**config.mk**
```make
export PLATFORM = sky130hd
export DESIGN_NAME = pla_core
export DESIGN_NICKNAME = d
export VERILOG_FILES = /design/src/rtl/pla_pkg.sv /design/src/rtl/pla_cfg_chain.sv /design/src/rtl/pla_and_plane.sv /design/src/rtl/pla_or_plane.sv /design/src/rtl/pla_core.sv
export SDC_FILE = /design/constraint.sdc
export NUM_CORES = 1
export LEC_CHECK = 0
export ABC_AREA = 1
export BUFFER_PORTS_ARGS = -buffer_cell sky130_fd_sc_hd__buf_4
export CORE_UTILIZATION = 40
export CTS_BUF_LIST = sky130_fd_sc_hd__clkbuf_16
export DETAILED_ROUTE_END_ITERATION = 6
export PLACE_DENSITY_LB_ADDON = 0.3
export SLEW_MARGIN = 10
export SYNTH_ARGS = -nofsm -noshare
export SYNTH_HDL_FRONTEND = slang
export SYNTH_SLANG_ARGS = --single-unit
```
**constraint.sdc**
```tcl
create_clock -name clk -period 19.05 [get_ports clk]
set_clock_uncertainty 0.15 [all_clocks]
set_input_delay 1.905 -clock clk [delete_from_list [all_inputs] [get_ports clk]]
set_output_delay 1.905 -clock clk [all_outputs]
set_load 0.005 [all_outputs]
```
**src/rtl/pla_pkg.sv**
```systemverilog
package pla_pkg;
  localparam int DEF_N_IN   = 12;
  localparam int DEF_N_OUT  = 8;
  localparam int DEF_N_TERM = 16;

  typedef enum logic [1:0] {
    OP_RUN   = 2'd0,
    OP_ERASE = 2'd1,
    OP_LOAD  = 2'd2,
    OP_READ  = 2'd3
  } cfg_op_e;

  // Erase outranks shift, which outranks read.
  function automatic cfg_op_e decode_op(input logic erase, input logic shift, input logic read);
    if (erase) return OP_ERASE;
    if (shift) return OP_LOAD;
    if (read)  return OP_READ;
    return OP_RUN;
  endfunction
endpackage

```
**src/rtl/pla_cfg_chain.sv**
```systemverilog
module pla_cfg_chain #(
  parameter int AND_BITS = 640,
  parameter int OR_BITS  = 128,
  parameter int N_OUT    = 8,
  localparam int MAP_BITS = AND_BITS + OR_BITS + N_OUT
) (
  input  logic                 clk,
  input  pla_pkg::cfg_op_e     op,
  input  logic                 din,
  output logic [MAP_BITS-1:0]  map_q,
  output logic                 dout
);
  localparam logic [MAP_BITS-1:0] ERASED = {{N_OUT{1'b0}}, {(AND_BITS+OR_BITS){1'b1}}};

  always_ff @(posedge clk) begin
    case (op)
      pla_pkg::OP_ERASE: map_q <= ERASED;
      pla_pkg::OP_LOAD:  map_q <= {din, map_q[MAP_BITS-1:1]};
      pla_pkg::OP_READ:  map_q <= {map_q[0], map_q[MAP_BITS-1:1]};
      default:           map_q <= map_q;
    endcase
  end

  assign dout = map_q[0];
endmodule

```
**src/rtl/pla_and_plane.sv**
```systemverilog
module pla_and_plane #(
  parameter int N_IN   = 12,
  parameter int N_OUT  = 8,
  parameter int N_TERM = 16,
  localparam int N_COL = 2 * (N_IN + N_OUT)
) (
  input  logic [N_IN-1:0]         ext_in,
  input  logic [N_OUT-1:0]        fb,
  input  logic [N_TERM*N_COL-1:0] and_map,
  output logic [N_TERM-1:0]       terms
);
  function automatic logic [N_COL-1:0] literals(input logic [N_IN-1:0] x, input logic [N_OUT-1:0] q);
    logic [N_COL-1:0] l;
    for (int i = 0; i < N_IN; i++) begin
      l[2*i]   = x[i];
      l[2*i+1] = ~x[i];
    end
    for (int j = 0; j < N_OUT; j++) begin
      l[2*N_IN+2*j]   = q[j];
      l[2*N_IN+2*j+1] = ~q[j];
    end
    return l;
  endfunction

  // An unconnected column contributes a 1 to the AND.
  function automatic logic term_hit(input logic [N_COL-1:0] lits, input logic [N_COL-1:0] conn);
    return &(lits | ~conn);
  endfunction

  logic [N_COL-1:0] lit_w;
  assign lit_w = literals(ext_in, fb);

  for (genvar t = 0; t < N_TERM; t++) begin : g_term
    assign terms[t] = term_hit(lit_w, and_map[t*N_COL +: N_COL]);
  end
endmodule

```
**src/rtl/pla_or_plane.sv**
```systemverilog
module pla_or_plane #(
  parameter int N_OUT  = 8,
  parameter int N_TERM = 16,
  localparam int TPO = N_TERM / N_OUT
) (
  input  logic                    pal_mode,
  input  logic [N_TERM-1:0]       terms,
  input  logic [N_OUT*N_TERM-1:0] or_map,
  output logic [N_OUT-1:0]        sums
);
  function automatic logic [N_TERM-1:0] fixed_mask(input int k);
    logic [N_TERM-1:0] m;
    m = '0;
    for (int b = 0; b < TPO; b++) m[k*TPO+b] = 1'b1;
    return m;
  endfunction

  for (genvar k = 0; k < N_OUT; k++) begin : g_out
    logic [N_TERM-1:0] sel;
    assign sel     = pal_mode ? fixed_mask(k) : or_map[k*N_TERM +: N_TERM];
    assign sums[k] = |(terms & sel);
  end
endmodule

```
**src/rtl/pla_core.sv**
```systemverilog
module pla_core #(
  parameter int N_IN   = pla_pkg::DEF_N_IN,
  parameter int N_OUT  = pla_pkg::DEF_N_OUT,
  parameter int N_TERM = pla_pkg::DEF_N_TERM
) (
  input  logic             clk,
  input  logic             rst,
  input  logic [N_IN-1:0]  in_pins,
  input  logic             pal_mode,
  input  logic             cfg_erase,
  input  logic             cfg_shift,
  input  logic             cfg_read,
  input  logic             cfg_din,
  output logic             cfg_dout,
  output logic [N_OUT-1:0] out_pins
);
  localparam int N_COL    = 2 * (N_IN + N_OUT);
  localparam int AND_BITS = N_TERM * N_COL;
  localparam int OR_BITS  = N_OUT * N_TERM;
  localparam int MAP_BITS = AND_BITS + OR_BITS + N_OUT;

  pla_pkg::cfg_op_e      op;
  logic                  cfg_busy;
  logic [MAP_BITS-1:0]   map_q;
  logic [N_TERM-1:0]     terms;
  logic [N_OUT-1:0]      sums;
  logic [N_OUT-1:0]      q_r;
  logic [N_OUT-1:0]      reg_sel;

  assign op       = pla_pkg::decode_op(cfg_erase, cfg_shift, cfg_read);
  assign cfg_busy = (op != pla_pkg::OP_RUN);
  assign reg_sel  = map_q[AND_BITS+OR_BITS +: N_OUT];

  pla_cfg_chain #(.AND_BITS(AND_BITS), .OR_BITS(OR_BITS), .N_OUT(N_OUT)) u_chain (
    .clk(clk), .op(op), .din(cfg_din), .map_q(map_q), .dout(cfg_dout)
  );

  pla_and_plane #(.N_IN(N_IN), .N_OUT(N_OUT), .N_TERM(N_TERM)) u_and (
    .ext_in(in_pins), .fb(q_r), .and_map(map_q[AND_BITS-1:0]), .terms(terms)
  );

  pla_or_plane #(.N_OUT(N_OUT), .N_TERM(N_TERM)) u_or (
    .pal_mode(pal_mode), .terms(terms), .or_map(map_q[AND_BITS +: OR_BITS]), .sums(sums)
  );

  // Every output keeps a flip-flop; it feeds the AND bank even when bypassed.
  always_ff @(posedge clk) begin
    if (rst || cfg_busy) q_r <= '0;
    else                 q_r <= sums;
  end

  assign out_pins = cfg_busy ? '0 : ((reg_sel & q_r) | (~reg_sel & sums));
endmodule

```
* Yosys cells after proc, flatten, opt, wreduce, memory -nomap -nowiden
Cells that the tools add are included.
Storage, ports and cells: register bits after elaboration 784, word-level logic and storage cells 118
Operators by class: eq/ne operators 3, muxes and demuxes 22, bitwise operators 64, reduce and logical (&&, ||, !) cells 27
Operators with widths (count):
- $pmux W776 S3 | 1
- $not A40 Y40 | 16
- $or A40 B40 Y40 | 16
- $reduce_and A40 Y1 | 16
- $and A16 B16 Y16 | 8
- $mux W16 | 8
- $reduce_or A16 Y1 | 8
- $not A1 Y1 | 20
- $and A8 B8 Y8 | 2
- $mux W2 | 6
- $mux W8 | 1
- $not A8 Y8 | 1
- $or A8 B8 Y8 | 1
- $mux W1 | 6
- $eq A2 B2 Y1 const B | 2
- $reduce_bool A3 Y1 | 1
- $eq A2 B1 Y1 const B | 1
- $reduce_bool A2 Y1 | 1
- $logic_or A1 B1 Y1 | 1

* Depth between registers and ports, before layout
Gate-level depths: netlist (run 1).
depth after elaboration 9, depth in mapped cells 15

* Hierarchy
Synthesis (run 1) repeated with hierarchy kept, for this count alone.
Second synthesis, totals: cell total of the unflattened synthesis 3743, area total of the unflattened synthesis 37628.6 um^2
Modules (own cells, without submodules):
- pla_cfg_chain | instances 1, cells an instance 1651, area an instance 28878.9 um^2, sequential area each 23302.3 um^2
- pla_and_plane | instances 1, cells an instance 1736, area an instance 7203.2 um^2, sequential area each 0.0 um^2
- pla_or_plane | instances 1, cells an instance 284, area an instance 1106.1 um^2, sequential area each 0.0 um^2
- pla_core | instances 1, cells an instance 72, area an instance 440.4 um^2, sequential area each 160.2 um^2

* Least setup slack after synthesis (run 1)
No wires, ideal clock.
path type input-to-reg, from input port cfg_shift, to register q_r[0], setup time 0.124 ns, arrival 18.752 ns, required time 18.776 ns, path slack 0.024 ns, stages 7, buffers on the path 1, cell sequence nor2_1 inv_1 nor2_1 inv_1 or2_2 buf_1 nor2_1
Between the ends: word-level cells in the longest chain between the ends 7
Ends and longest elaborated chain:
- from (decl) | RTL line pla_core.sv:11 | input logic cfg_shift,
- $mux W2 | RTL line pla_pkg.sv:16 | if (shift) return OP_LOAD;
- $mux W2 | RTL line pla_pkg.sv:17 | if (read) return OP_READ;
- $mux W2 | RTL line pla_pkg.sv:18 | return OP_RUN;
- $mux W2 * | RTL line pla_pkg.sv:17
- $mux W2 * | RTL line pla_pkg.sv:16
- $reduce_bool A2 Y1 * | RTL line pla_core.sv:31 | assign cfg_busy = (op != pla_pkg::OP_RUN);
- $logic_or A1 B1 Y1 * | RTL line pla_core.sv:48 | if (rst || cfg_busy) q_r <= '0;
- to (signal assigned) | RTL line pla_core.sv:49 | else q_r <= sums;
- to (decl) | RTL line pla_core.sv:27 | logic [N_OUT-1:0] q_r;
Every way passes the cells marked *; elsewhere a longest branch is shown, timed or not. The select of a mux whose other input is x is not followed. A chain may end at the register's enable or synchronous reset.

* Worst setup path in the final report (run 1)
from input port pal_mode, to output port out_pins[1]
Between the ends: word-level cells in the longest chain between the ends 6
Ends and longest elaborated chain:
- from (decl) | RTL line pla_core.sv:9 | input logic pal_mode,
- $mux W16 | RTL line pla_or_plane.sv:20 | assign sel = pal_mode ? fixed_mask(k) : or_map[k*N_TERM +: N_TERM];
- $and A16 B16 Y16 | RTL line pla_or_plane.sv:21 | assign sums[k] = |(terms & sel);
- $reduce_or A16 Y1 | RTL line pla_or_plane.sv:21
- $and A8 B8 Y8 | RTL line pla_core.sv:52 | assign out_pins = cfg_busy ? '0 : ((reg_sel & q_r) | (~reg_sel & sums));
- $or A8 B8 Y8 | RTL line pla_core.sv:52
- $mux W8 | RTL line pla_core.sv:52
- to (decl) | RTL line pla_core.sv:15 | output logic [N_OUT-1:0] out_pins
Every way passes these cells.

==> flow_summary_export.csv, run 1 <==
group,metric,value,unit
drt,firstDrtPassIters,6,
grt,met1_usage,0.290,
cts,numCtsBuffers,85,
worst_setup_path,crit_start,"pal_mode",
worst_setup_path,crit_path_end_kind,"output port",
cts,post_cts_buffers,0,
worst_setup_path,path_common_cell,"buf_4",
worst_setup_path,slowest_delay,0.63,ns
cells_and_area,final_nets,3477,
timing,setup_tns,0,ns
worst_setup_path,cp_data_arrival_time,4.32,ns
job,max_cap_violations,0,
grt,antenna_found_initial,4,
hold_path,min_path_type,"reg -> reg",
worst_setup_path,crit_fanout,62,
grt,grt_max_degree,185,
logic_synthesis,yosys_warnings,0,
worst_setup_path,cp-start-kind,"input port",
cells_and_area,final_cell_mix,"nand2_1, edfxtp_1, inv_1",
drt,drtAntennaViolNets,0,
die,die_w,302,µm
cts,clockBufferDepth,3,
cts,cts_hold_buf,0,
cts,clock_latency,0.64,ns
timing,slew_headroom,0.170,
logic_synthesis,synth-simple-area-share,0.236,
cts,clockRootBuffer,"clkbuf_16",
worst_setup_path,reg2reg_from,"q_r[1]",
grt,globalRoute.busiestLayer,"met2",
cts,path_clk_slew,0.06,ns
logic_synthesis,synthCells,3478,
timing,fin_crit,6.37,ns
timing,min_period_over_period,0.335,
logic_synthesis,synth_fp_nets,3497,
cells_and_area,area_growth,10.6,%
cts,h-tree-depth,3,
timing,final_hold_viol_count,0,
timing,worstMarginPinSlew,1.25,ns
drt,drc,0,
worst_setup_path,cp-endpoint,"out_pins[1]",
logic_synthesis,synth.mux.area_fraction,0.00115,
cts,post_cts_resized,0,
logic_synthesis,yosysSeqAreaShare,0.654,
cells_and_area,drive_above_1_share,0.185,
drt,wl,88.1,mm
logic_synthesis,avgSynthCellArea,10.3,µm²
worst_setup_path,reg2reg_slack,15.79,ns
grt,globalRouteMet3Util,0.0321,
logic_synthesis,yosysUniqueCellTypes,28,
power,leakagePower,14.6,nW
worst_setup_path,path_cells,"buf_4 > buf_4 > inv_1 > nand2_1 > nand3_1 > nand2_1 > nor2_1 > nand2_2 > nor2_2 > a21oi_2 > buf_4",
logic_synthesis,synth-adder-area-share,0,
logic_synthesis,synth_top_family_by_area,"simple AND/OR/NAND/NOR gates",
die,dieHeight,302,µm
grt,overflow,0,
grt,met2_usage,0.296,
die,die_area,90900,µm²
timing,rsz0062_at_grt,"no",
placement,placed_area,37000,µm²
logic_synthesis,ys_ff_latch,784,
logic_synthesis,synth_compound_gate_area_share,0.0433,
cts,numClockSinks,784,
placement,numPortBuffers,27,
worst_setup_path,required,16.99,ns
logic_synthesis,synthesis.area,35900,µm²
die,core,88600,µm²
worst_setup_path,cp_slowest_cell,"buf_4",
placement,dpl.hpwl,53.2,mm
power,p_per_area,90.6,nW/µm²
cells_and_area,final_common_cell,"nand2_1",
grt,grt.total_usage,0.195,
placement,place.gp.congestion,0.867,
drt,vias,23432,
die,placementRows,109,
grt,first_global_vias,22174,
timing,drv_slew,0,
timing,setup_viol_count_final,0,
cells_and_area,fillerInstances,8316,
drt,wl_per_cell,18.8,µm
logic_synthesis,synth_xor_area_frac,0,
power,ir_drop,57.2,µV
die,initial_core_util,0.405,
worst_setup_path,reg2reg_depth,11,
worst_setup_path,r2r-end,"q_r[3]",
die,io_pins,28,
drt,drtIter0Drc,2473,
drt,routed_via_density,5.00,
timing,max_freq,0.157,GHz
grt,grt_pass1_wl,134,mm
cts,cts_tree,"done",
status,outcome,"finished, final reports clean",
cells_and_area,fin_area,39700,µm²
worst_setup_path,critPathKind,"in -> out",
[Yosys cell counts, drive strengths merged]
| cell type | n | area, µm² |
|---|---|---|
| a21boi | 29 | 218 |
| a21oi | 8 | 70.1 |
| dfxtp | 8 | 160 |
| edfxtp | 776 | 23300 |
| inv | 431 | 1620 |
| nor2 | 338 | 1550 |
| mux2i | 3 | 30.0 |
| nand2 | 855 | 3240 |
| nand3 | 174 | 886 |
| or2 | 448 | 2800 |
| o21a | 5 | 37.5 |
| buf | 54 | 357 |
| mux2 | 1 | 11.3 |
| clkbuf | 103 | 387 |
| o21ai | 245 | 1230 |
[worst max-delay path, delay by kind of cell]
kind | cells | cell delay (ns)
compound gates | 1 | 0.18
simple gates | 6 | 0.51
buf+inv | 4 | 1.67
[cell type report]
type,instances,area [µm²],share of cell area
Sequential cell,784,23500,0.591
Clock buffer,87,2180,0.0548
Tap cell,1165,1460,0.0367
Inverter,431,1630,0.0411
Multi-Input combinational cell,2106,10100,0.254
Timing Repair Buffer,50,413,0.0104
Antenna cell,1,2.50,0.0000630
Clock inverter,66,483,0.0122
[flip-flops by register name, summed over array words and instances (netlist names)]
register and count:
q_r 8, u_chain.map_q 776
[worst min-delay path by stage]
stage,startpoint,to,slack [ns],depth (start not counted)
finish,u_chain.map_q[338],u_chain.map_q[337],0.35,2
CTS,u_chain.map_q[338],u_chain.map_q[337],0.35,2
global route,u_chain.map_q[329],u_chain.map_q[328],0.37,1
detailed placement,u_chain.map_q[273],u_chain.map_q[272],0.35,2
global placement,u_chain.map_q[628],u_chain.map_q[627],0.34,2
floorplan,u_chain.map_q[102],u_chain.map_q[101],0.34,2
[layer usage]
layer	wire (µm)	part of all wire
met5	13	0.00015
met4	1610	0.018
met3	5600	0.064
met2	39500	0.45
met1	41400	0.47
[through the flow]
step | setup slack [ns] | utilization | hold slack, ns | power, mW | std cells
6_report | 12.68 | 0.448 | 0.353 | 3.60 | 4690
3_5_place_dp | 12.75 | 0.418 | 0.351 | 2.04 | 4536
3_3_place_gp | 12.76 | 0.418 | 0.343 | 2.04 | 4536
4_1_cts | 12.72 | 0.448 | 0.352 | 3.63 | 4689
5_1_grt | 12.49 | 0.448 | 0.371 | 3.70 | 4689
2_1_floorplan | 0.0238 | - | 0.339 | 2.04 | 3478
[power breakdown]
group	internal, mW	total (mW)	switching (mW)
logic	0.0183	0.115	0.0966
clock network	0.919	1.60	0.680
registers	1.89	1.89	0.000381
[cells by family (layout without fill, tap and decap cells)]
kind of cell | after synthesis | count (layout)
AOI/OAI and AO/OA | 287 | 287
buffers and inverters | 588 | 634
and+or+nand+nor | 1815 | 1815
other | 0 | 1
DFF | 784 | 784
muxes | 4 | 4
Power figures use the tool's default switching activity.
==> run 2, diff against run 1 <==
clock period = 5.3 ns   (was 19.05 ns; I/O delays follow)
==> run 2 against run 1 <==
Compared with the run above:
- die area unchanged
- non-clock buffer count rose by 2
- critical endpoint is now out_pins[5]
- count of clock-buffer cells in the layout is 2 higher
- critical path depth stayed put
- the flow now finishes with violations (design-rule violations)
- hold slack worse by 0.21 ns
- largest power group unchanged
==> flow_summary_export.csv, run 2 (same netlist as run 1, synthesis figures left out) <==
group,metric,value,unit
status,outcome,"complete, but fails checks",
status,violations,"design-rule violations",
cells_and_area,regMostFlops,"u_chain.map_q",
worst_setup_path,path_cells,"inv_2 > o21ai_0 > nand3_1 > nor2_2 > nand3_1 > nand2_1 > nor2_1 > nand2_2 > nor2_2 > a21oi_2 > buf_4",
cts,cts_hold_buf,0,
drt,vias,22994,
die,dieHeight,302,µm
cells_and_area,fillerInstances,8360,
drt,wirelength_met1,40.4,mm
die,io_pins,28,
timing,setup_viol_count_final,0,
hold_path,min_path_type,"in -> reg",
timing,max_freq,0.221,GHz
worst_setup_path,crit_family,"simple AND/OR/NAND/NOR gates",
placement,dpl.hpwl,53.3,mm
worst_setup_path,crit_buf_inv,2,
placement,numPortBuffers,27,
cts,clockRootBuffer,"clkbuf_16",
die,die_w,302,µm
timing,worstMarginPinSlew,1.04,ns
cells_and_area,multi_input_area,10100,µm²
cts,post_cts_resized,0,
drt,top_layer,"met4",
drt,wl_per_cell,18.4,µm
cts,clockBufferDepth,3,
cts,clock_latency,0.65,ns
drt,drc,2,
drt,wl_met2,39.0,mm
grt,grt_max_degree,178,
worst_setup_path,cp_slowest_cell,"dfxtp_1",
die,initial_core_util,0.405,
cells_and_area,final_nets,3481,
cts,cts_tree,"done",
drt,wl,86.3,mm
grt,overflow,0,
timing,final_hold_viol_count,0,
worst_setup_path,critPathKind,"reg -> out",
timing,setup_tns,0,ns
timing,fin_crit,4.53,ns
die,placementRows,109,
power,leakagePower,14.6,nW
power,p_per_area,326,nW/µm²
timing,min_period_over_period,0.855,
placement,place.gp.congestion,0.812,
drt,drtAntennaViolNets,0,
worst_setup_path,cp-start-kind,"register",
worst_setup_path,cp_data_arrival_time,3.85,ns
grt,antenna_found_initial,1,
drt,routed_via_density,4.90,
cells_and_area,final_common_cell,"nand2_1",
job,max_cap_violations,0,
worst_setup_path,crit_path_end_kind,"output port",
grt,first_global_vias,21632,
die,core,88600,µm²
grt,grt.total_usage,0.192,
timing,slew_headroom,0.309,
cts,h-tree-depth,3,
die,die_area,90900,µm²
cts,post_cts_buffers,0,
grt,grt_pass1_wl,132,mm
cells_and_area,largest_reg_flops,776,
timing,drv_slew,0,
worst_setup_path,required,4.62,ns
cts,numClockSinks,784,
cts,numCtsBuffers,87,
cells_and_area,reg_top3,"u_chain.map_q: 776 flops, q_r: 8 flops",
power,ir_drop,211,µV
cts,path_clk_slew,0.06,ns
drt,drtIter0Drc,2470,
cells_and_area,fin_util,0.449,
cells_and_area,final_cell_mix,"nand2_1, edfxtp_1, inv_1",
timing,rsz0062_at_grt,"no",
cells_and_area,regArea,23500,µm²
worst_setup_path,crit_fanout,18,
cells_and_area,insertedDiodeCount,0,
cells_and_area,drive_above_1_share,0.189,
worst_setup_path,slowest_delay,1.00,ns
drt,routed-wl-met3,5.36,mm
drt,firstDrtPassIters,7,
cells_and_area,area_growth,11.0,%
==> run 2: cell count changes in the layout (fill, tap and decap cells not counted), sizes merged <==
cell,change
clkinvlp,+4
buf,+2
bufinv,-3
clkbuf,+2
diode,-1
clkinv,+6
inv,-4
==> run 2: path summary, 6_finish.rpt <==
path,slack [ns],cells past startpoint,start,end
worst min register to register,0.36,2,u_chain.map_q[339],u_chain.map_q[338]
worst max-delay path,0.77,11,q_r[5],out_pins[5]
worst min-delay path,0.14,4,cfg_din,u_chain.map_q[775]
worst max register to register,2.06,10,q_r[5],q_r[1]
==> run 2: tightest hold or removal path: cells and delay by family <==
family / cells / cell delay (ns)
buf+inv: 2 / 0.12
mux: 1 / 0.14
simple gates: 1 / 0.04
==> run 2: final cells by class <==
type,count,area share
repair buffers,52,0.0126
clock inverters,69,0.0116
well taps,1165,0.0366
clock buffers,89,0.0559
multi-input cells,2106,0.253
flip-flops and latches,784,0.589
inverters,431,0.0409
==> run 2: metal layers <==
metal / up-vias / GRT usage
li1: 11187 / -
met1: 11106 / 0.285
met2: 597 / 0.293
met3: 104 / 0.0275
met4: 0 / 0.0512
met5: - / 0
==> run 2: metrics by stage <==
stage / instance area (µm²) / setup WS, ns / instances / hold slack [ns] / power (mW)
3_3_place_gp: 37200 / 1.54 / 4538 / 0.343 / 7.33
6_report: 39800 / 0.767 / 4696 / 0.143 / 13.0
2_1_floorplan: 35900 / -7.98 / 3478 / 0.339 / 7.28
4_1_cts: 39800 / 0.823 / 4696 / 0.117 / 13.1
3_5_place_dp: 37200 / 1.52 / 4538 / 0.351 / 7.33
5_1_grt: 39800 / 0.646 / 4696 / 0.148 / 13.4
==> run 2: power by group <==
group | switching (mW) | internal [mW] | total (mW)
clock network | 2.53 | 3.24 | 5.77
registers | 0.00141 | 6.77 | 6.78
logic | 0.346 | 0.0716 | 0.418
total | 2.88 | 10.1 | 13.0
